`config.mk`:
```
export PLATFORM = sky130hd
export DESIGN_NAME = fet_arbiter
export DESIGN_NICKNAME = d
export VERILOG_FILES = /design/src/rtl/fet_arb_pkg.sv /design/src/rtl/fet_auto_state.sv /design/src/rtl/fet_path.sv /design/src/rtl/fet_recovery_gate.sv /design/src/rtl/fet_arbiter.sv
export SDC_FILE = /design/constraint.sdc
export NUM_CORES = 1
export LEC_CHECK = 0
export BUFFER_PORTS_ARGS = -buffer_cell sky130_fd_sc_hd__buf_2
export CAP_MARGIN = 10
export CORE_AREA = 2 2 39 41
export DETAILED_ROUTE_END_ITERATION = 7
export DIE_AREA = 0 0 41 43
export GPL_TIMING_DRIVEN = 0
export SYNTH_ARGS = -nofsm -noshare
export SYNTH_HDL_FRONTEND = slang
export SYNTH_SLANG_ARGS = --single-unit
```
`constraint.sdc`:
```
create_clock -name clk -period 1.1 [get_ports clk]
set_input_delay 0.22 -clock clk [delete_from_list [all_inputs] [get_ports clk]]
set_output_delay 0.22 -clock clk [all_outputs]
set_load 0.005 [all_outputs]
```
`src/rtl/fet_arb_pkg.sv`:
```
package fet_arb_pkg;
  localparam int CFG_W        = 8;
  localparam int NUM_FET      = 2;
  localparam int FET_CHG      = 0;
  localparam int FET_DSG      = 1;
  // options byte bit positions
  localparam int B_RECOVER    = 0;
  localparam int B_AUTO_DEF   = 2;
  localparam int B_SERIES     = 3;
  localparam int B_KEEP_LO    = 4;
  localparam int B_HOST_ON    = 5;
  localparam int B_HOST_OFF   = 6;
  localparam int B_CHG_DET    = 7;
  localparam logic [CFG_W-1:0] CFG_RESET = 8'h18;
endpackage

```
`src/rtl/fet_auto_state.sv`:
```
module fet_auto_state (
  input  logic clk,
  input  logic rst,
  input  logic load_val,
  input  logic cfg_exit,
  input  logic auto_toggle,
  output logic auto_q
);
  always_ff @(posedge clk) begin
    if (rst)              auto_q <= 1'b0;
    else if (cfg_exit)    auto_q <= load_val;
    else if (auto_toggle) auto_q <= ~auto_q;
  end

  p_load_on_exit_r2: assert property (@(posedge clk) disable iff (rst)
    cfg_exit |=> auto_q == $past(load_val));
  p_toggle_inverts_r3: assert property (@(posedge clk) disable iff (rst)
    (auto_toggle && !cfg_exit) |=> auto_q != $past(auto_q));
  p_hold_r3: assert property (@(posedge clk) disable iff (rst)
    (!auto_toggle && !cfg_exit) |=> $stable(auto_q));
endmodule

```
`src/rtl/fet_path.sv`:
```
module fet_path #(
  parameter bit USE_LOW_CURRENT = 1'b0
) (
  input  logic auto_mode,
  input  logic series,
  input  logic bd_flag,
  input  logic fault,
  input  logic on_ok,
  input  logic off_ok,
  input  logic low_current,
  input  logic keep_lo,
  input  logic host_bit,
  output logic drive_nxt
);
  logic lo_block;

  generate
    if (USE_LOW_CURRENT) begin : g_lo
      assign lo_block = low_current & ~keep_lo;
    end else begin : g_no_lo
      assign lo_block = 1'b0;
    end
  endgenerate

  always_comb begin
    if (series && bd_flag)  drive_nxt = 1'b1;
    else if (!auto_mode)    drive_nxt = host_bit;
    else if (fault)         drive_nxt = 1'b0;
    else if (on_ok)         drive_nxt = 1'b1;
    else if (off_ok)        drive_nxt = 1'b0;
    else if (lo_block)      drive_nxt = 1'b0;
    else                    drive_nxt = 1'b1;
  end
endmodule

```
`src/rtl/fet_recovery_gate.sv`:
```
module fet_recovery_gate (
  input  logic clk,
  input  logic rst,
  input  logic recover_req,
  input  logic sealed,
  input  logic allow_sealed,
  output logic clear_q
);
  logic accept;
  assign accept = recover_req & (~sealed | allow_sealed);

  always_ff @(posedge clk) begin
    if (rst) clear_q <= 1'b0;
    else     clear_q <= accept;
  end

  p_sealed_blocks_r11: assert property (@(posedge clk) disable iff (rst)
    (sealed && !allow_sealed) |=> !clear_q);
  p_unsealed_accepts_r11: assert property (@(posedge clk) disable iff (rst)
    (recover_req && !sealed) |=> clear_q);
  p_no_req_no_pulse_r11: assert property (@(posedge clk) disable iff (rst)
    !recover_req |=> !clear_q);
endmodule

```
`src/rtl/fet_arbiter.sv`:
```
module fet_arbiter
  import fet_arb_pkg::*;
(
  input  logic             clk,
  input  logic             rst,
  input  logic [CFG_W-1:0] cfg,
  input  logic             fault_chg,
  input  logic             fault_dsg,
  input  logic             low_current,
  input  logic             bd_chg,
  input  logic             bd_dsg,
  input  logic             host_off,
  input  logic             host_on,
  input  logic [1:0]       host_fet,
  input  logic             cfg_exit,
  input  logic             auto_toggle,
  input  logic             sealed,
  input  logic             recover_req,
  output logic             chg_on,
  output logic             dsg_on,
  output logic             auto_active,
  output logic             fault_clear
);
  logic [NUM_FET-1:0] fault_v, bd_v, nxt_v, fet_q;
  logic on_ok, off_ok;

  assign fault_v = {fault_dsg, fault_chg};
  assign bd_v    = {bd_dsg, bd_chg};
  assign on_ok   = host_on  & cfg[B_HOST_ON];
  assign off_ok  = host_off & cfg[B_HOST_OFF];

  fet_auto_state u_state (
    .clk(clk), .rst(rst), .load_val(cfg[B_AUTO_DEF]),
    .cfg_exit(cfg_exit), .auto_toggle(auto_toggle), .auto_q(auto_active)
  );

  generate
    for (genvar i = 0; i < NUM_FET; i++) begin : g_fet
      fet_path #(.USE_LOW_CURRENT(i == FET_CHG)) u_path (
        .auto_mode(auto_active), .series(cfg[B_SERIES]), .bd_flag(bd_v[i]),
        .fault(fault_v[i]), .on_ok(on_ok), .off_ok(off_ok),
        .low_current(low_current), .keep_lo(cfg[B_KEEP_LO]),
        .host_bit(host_fet[i]), .drive_nxt(nxt_v[i])
      );
    end
  endgenerate

  always_ff @(posedge clk) begin
    if (rst) fet_q <= '0;
    else     fet_q <= nxt_v;
  end

  assign chg_on = fet_q[FET_CHG];
  assign dsg_on = fet_q[FET_DSG];

  fet_recovery_gate u_recover (
    .clk(clk), .rst(rst), .recover_req(recover_req), .sealed(sealed),
    .allow_sealed(cfg[B_RECOVER]), .clear_q(fault_clear)
  );

  p_reset_off_r1: assert property (@(posedge clk)
    rst |=> (!chg_on && !dsg_on && !auto_active && !fault_clear));
  p_bd_series_r5: assert property (@(posedge clk) disable iff (rst)
    (cfg[B_SERIES] && bd_dsg) |=> dsg_on);
  p_fault_wins_r6: assert property (@(posedge clk) disable iff (rst)
    (auto_active && fault_chg && !(cfg[B_SERIES] && bd_chg)) |=> !chg_on);
  p_test_follow_r4: assert property (@(posedge clk) disable iff (rst)
    (!auto_active && !(cfg[B_SERIES] && bd_dsg)) |=> dsg_on == $past(host_fet[1]));
  p_idle_on_r10: assert property (@(posedge clk) disable iff (rst)
    (auto_active && !fault_dsg && !host_on && !host_off) |=> dsg_on);
endmodule

```
==> results.txt <==
Routability-driven placement finished with a final weighted congestion of 0.627. The critical register-to-register path endpoint is fet_q[0]. The critical path ends at fet_q[0]. By startpoint and endpoint, the worst setup path is classified as reg2reg.

The horizontal die dimension came out at 41 um. The internal portion of the total power is 0.332 mW. Setup violations remaining at the end of the flow were counted as 0. The largest area contributor in the netlist is sky130_fd_sc_hd__dfxtp_1.

The total number of yosys warnings came out at 0. The floorplan die area is 1760 um^2. At the pin with the least slew margin, the transition time is 0.214 ns. The hold violation count in the final report came out at 0.

The initial utilization of the core area, before any placement, comes to 0.131. The first-pass GRT wire length is 828 um. The total of hold buffers inserted after clock tree synthesis came out at 0. The via count of the first global-routing pass is 237.

The commonest cells after synthesis are 4 x sky130_fd_sc_hd__dfxtp_1, 2 x sky130_fd_sc_hd__a22oi_1. The detailed router placed 227 vias in this run. In the synthesized netlist the dominant register cell turns out to be sky130_fd_sc_hd__dfxtp_1. The largest single stage delay on the critical path is 0.34 ns. After the last flow step, the layout net total stands at 69.

The signal arrival time at the worst endpoint is 1.16 ns. After the flow finishes, the layout carries non-filler instances totaling 60. In this run the vertical extent of the chip is 43 um. The post-route clock skew is 0.00414 ns. The worst flop-to-flop path startpoint is u_state.auto_q. The residual DRC count is 0.

0 antenna diodes ended up in the layout. Entering global routing, the biggest net connects 6 pins. The synthesized instance count is 17. Of the total power, the share spent switching nets is 0.216. The slowest stage of the critical path belongs to the cell sky130_fd_sc_hd__dfxtp_2. The cell sitting at the root of the clock tree is a sky130_fd_sc_hd__clkbuf_4.

The post-placement setup slack came out at 0.0155 ns. Across the VDD grid, the largest voltage drop is 0.285 mV. The overall overflow remaining after global route came out at 0. The source-to-sink clock delay at the later pin of the worst-skew pair is 0.23 ns. The length in cells of the worst reg-to-reg path is 3. The combined global-route utilization of all metal layers is 0.0752. The count of final max-slew check failures came out at 0. In the detailed route, the total length drawn on met3 is 76 um. Dividing total power by cell area gives a power density of 1230 nW/um^2. The clock network fraction of total power came out at 0.417. The tightest hold path in the finished design has a slack of 0.194 ns. The sequential cell fraction of total power is 0.387. The final period demand of the worst path came out at 1.01 ns. The share of final-layout standard cells stronger than drive strength 1 is 0.705. The portion of the clock cycle consumed by the worst path in the final layout is 0.921. The met1 wire length is 203 um. After clock tree synthesis, the clock-pin slew on the worst setup and hold paths is 0.04 ns.

The routed design has 542 um of wire. The signed area change from the synthesized netlist to the final layout came out at 90.3%. During placement, the flow inserted port buffers numbering 24. The mean instance size in the synthesized netlist is 10.7 um^2. The fraction of registers with async set or reset after synthesis came out at 0. The power after layout came out at 0.423 mW. The worst setup path is captured at a flop. The cell leakage power is 0.184 nW.

Pin placement for this block handled 27 I/O pins. The clock buffer count from CTS is 3. The placement row count came out at 14. The remaining max-slew budget at the tightest pin is 0.857. The data required time at the worst endpoint came out at 1.24 ns. The run finished with clean final reports.

The wire length on met2 came out at 262 um. The per-cell routed wire length is 9.03 um. The initial antenna violation count came to 0.

The area of the mapped netlist came out at 181 um^2. The max-capacitance violation count is 0. STA classifies the critical path startpoint as a flop. The net switching power figure is 0.0915 mW. The number of clock sinks is 4. Of the total power, combinational logic draws 0.196. The cell with the most instances after synthesis is sky130_fd_sc_hd__dfxtp_1. The count of nets left with antenna violations after detail routing is 0. Setup repair after global routing left no endpoint under its margin. For this run, the register share of the synthesized area comes to 0.441. The peak clock frequency supported by timing came out at 0.987 GHz. Of the post-synthesis cell area, the dominant cell type holds 0.441. The iteration-0 DRC count of the detailed router came out at 1. The number of distinct library cell variants in the gate-level netlist after synthesis is 13.

The number of synthesized flops with an enable pin is 0. After detailed placement, the design holds a cell count of 57. The critical path goes through inv_2 > a311o_1 > o32ai_2.

The worst setup slack for register-to-register paths is 0.09 ns. The final worst slack is 0.0873 ns. In this run the deepest clock path goes through 2 buffers. Once layout is complete, the utilization of the core stands at 0.250. The CTS H-tree depth is 1. Sorting the synthesized cells by area gives the leading types as sky130_fd_sc_hd__dfxtp_1 44%, sky130_fd_sc_hd__o32ai_2 9.0%, sky130_fd_sc_hd__a22oi_1 8.3%, sky130_fd_sc_hd__a311o_1 5.5%, sky130_fd_sc_hd__and3b_2 5.5%.

The number of synthesized register bits came out at 4. The area of the placeable core is 1380 um^2. The path class of the tightest hold or removal check is in2reg. The maximum fanout along the worst path came out at 3. The routed via count divided by cell count came out at 3.78. The critical path startpoint is u_state.auto_q. The synthesized netlist net count is 40. TritonCTS built the clock tree. The detailed router used layers up to and including met3.

The first TritonRoute pass finished after 3 iterations.
## cells in the final DEF (no fill, tap or decap)
| cell | synthesis | layout |
|---|---|---|
| sky130_fd_sc_hd__dfxtp_2 | 0 | 1 |
| sky130_fd_sc_hd__nor2_1 | 1 | 1 |
| sky130_fd_sc_hd__dfxtp_1 | 4 | 3 |
| sky130_fd_sc_hd__o22ai_1 | 1 | 1 |
| sky130_fd_sc_hd__and3b_2 | 1 | 1 |
| sky130_fd_sc_hd__xor2_1 | 1 | 1 |
| sky130_fd_sc_hd__a22oi_1 | 2 | 2 |
| sky130_fd_sc_hd__buf_2 | 0 | 24 |
| sky130_fd_sc_hd__clkbuf_4 | 0 | 3 |
| sky130_fd_sc_hd__a311o_1 | 1 | 1 |
| sky130_fd_sc_hd__inv_2 | 0 | 1 |
| sky130_fd_sc_hd__o32ai_2 | 1 | 1 |
| sky130_fd_sc_hd__mux2i_1 | 1 | 1 |
| sky130_fd_sc_hd__nor2b_1 | 1 | 1 |
| sky130_fd_sc_hd__nor3b_1 | 1 | 1 |
| sky130_fd_sc_hd__nand2_1 | 1 | 1 |
## metal layers
metal,track usage,up-vias
met5,0,-
met1,0.0769,88
li1,-,120
met3,0.0157,0
met4,0.100,0
met2,0.103,19
## registers in the layout, summed over array words and instances (netlist names)
signal / count
fet_q: 2
u_recover.clear_q: 1
u_state.auto_q: 1
## worst min path at each step
stage          startpoint        endpoint  slack [ns]  depth (start not counted)
2_1_floorplan         rst  u_state.auto_q        0.29                          1
3_3_place_gp    fault_dsg        fet_q[1]        0.44                          2
3_5_place_dp    fault_dsg        fet_q[1]        0.43                          2
4_1_cts         fault_dsg        fet_q[1]        0.18                          2
5_1_grt         fault_dsg        fet_q[1]        0.20                          2
6_report        fault_dsg        fet_q[1]        0.19                          2
## logic make-up after synthesis
family                 synth area share
buffers and inverters            0.0207
AND/OR/NAND/NOR                   0.172
AO/OA/AOI/OAI                     0.262
XOR/XNOR                         0.0483
multiplexers                     0.0552
flip-flops                        0.441
## metrics by stage
| stage | TNS, ns | cell area (um^2) |
|---|---|---|
| 6_report | 0 | 345 |
| 5_1_grt | 0 | 345 |
| 4_1_cts | 0 | 344 |
| 3_5_place_dp | 0 | 322 |
| 3_3_place_gp | -0.00501 | 322 |
| 2_1_floorplan | 0 | 181 |
## repair_timing
action                                  in CTS  in global routing
setup buffers                                0                  0
resized for setup                            0                  2
endpoints found under the setup margin       0                  1
## power groups by stage
stage	Sequential (mW)	Clock, mW	Combinational [mW]
after CTS	0.163	0.190	0.0847
after detailed placement	0.165	0	0.0846
after floorplan	0.167	0	0.0291
after global placement	0.165	0	0.0822
after global routing	0.165	0.196	0.0960
final	0.164	0.177	0.0828
## critical path: cells and delay by family (launching register included)
| kind | cells | cell delay [ns] |
|---|---|---|
| buffers and inverters | 1 | 0.05 |
| AO/OA/AOI/OAI | 2 | 0.54 |
| flip-flops | 1 | 0.34 |
## area by class of cell
class,count,area [um^2]
fillers,158,1040
repair buffers,24,120
multi-input cells,12,97.6
flip-flops and latches,4,81.3
clock buffers,3,22.5
well taps,16,20.0
inverters,1,3.75
(Power assumes the default switching activity.)
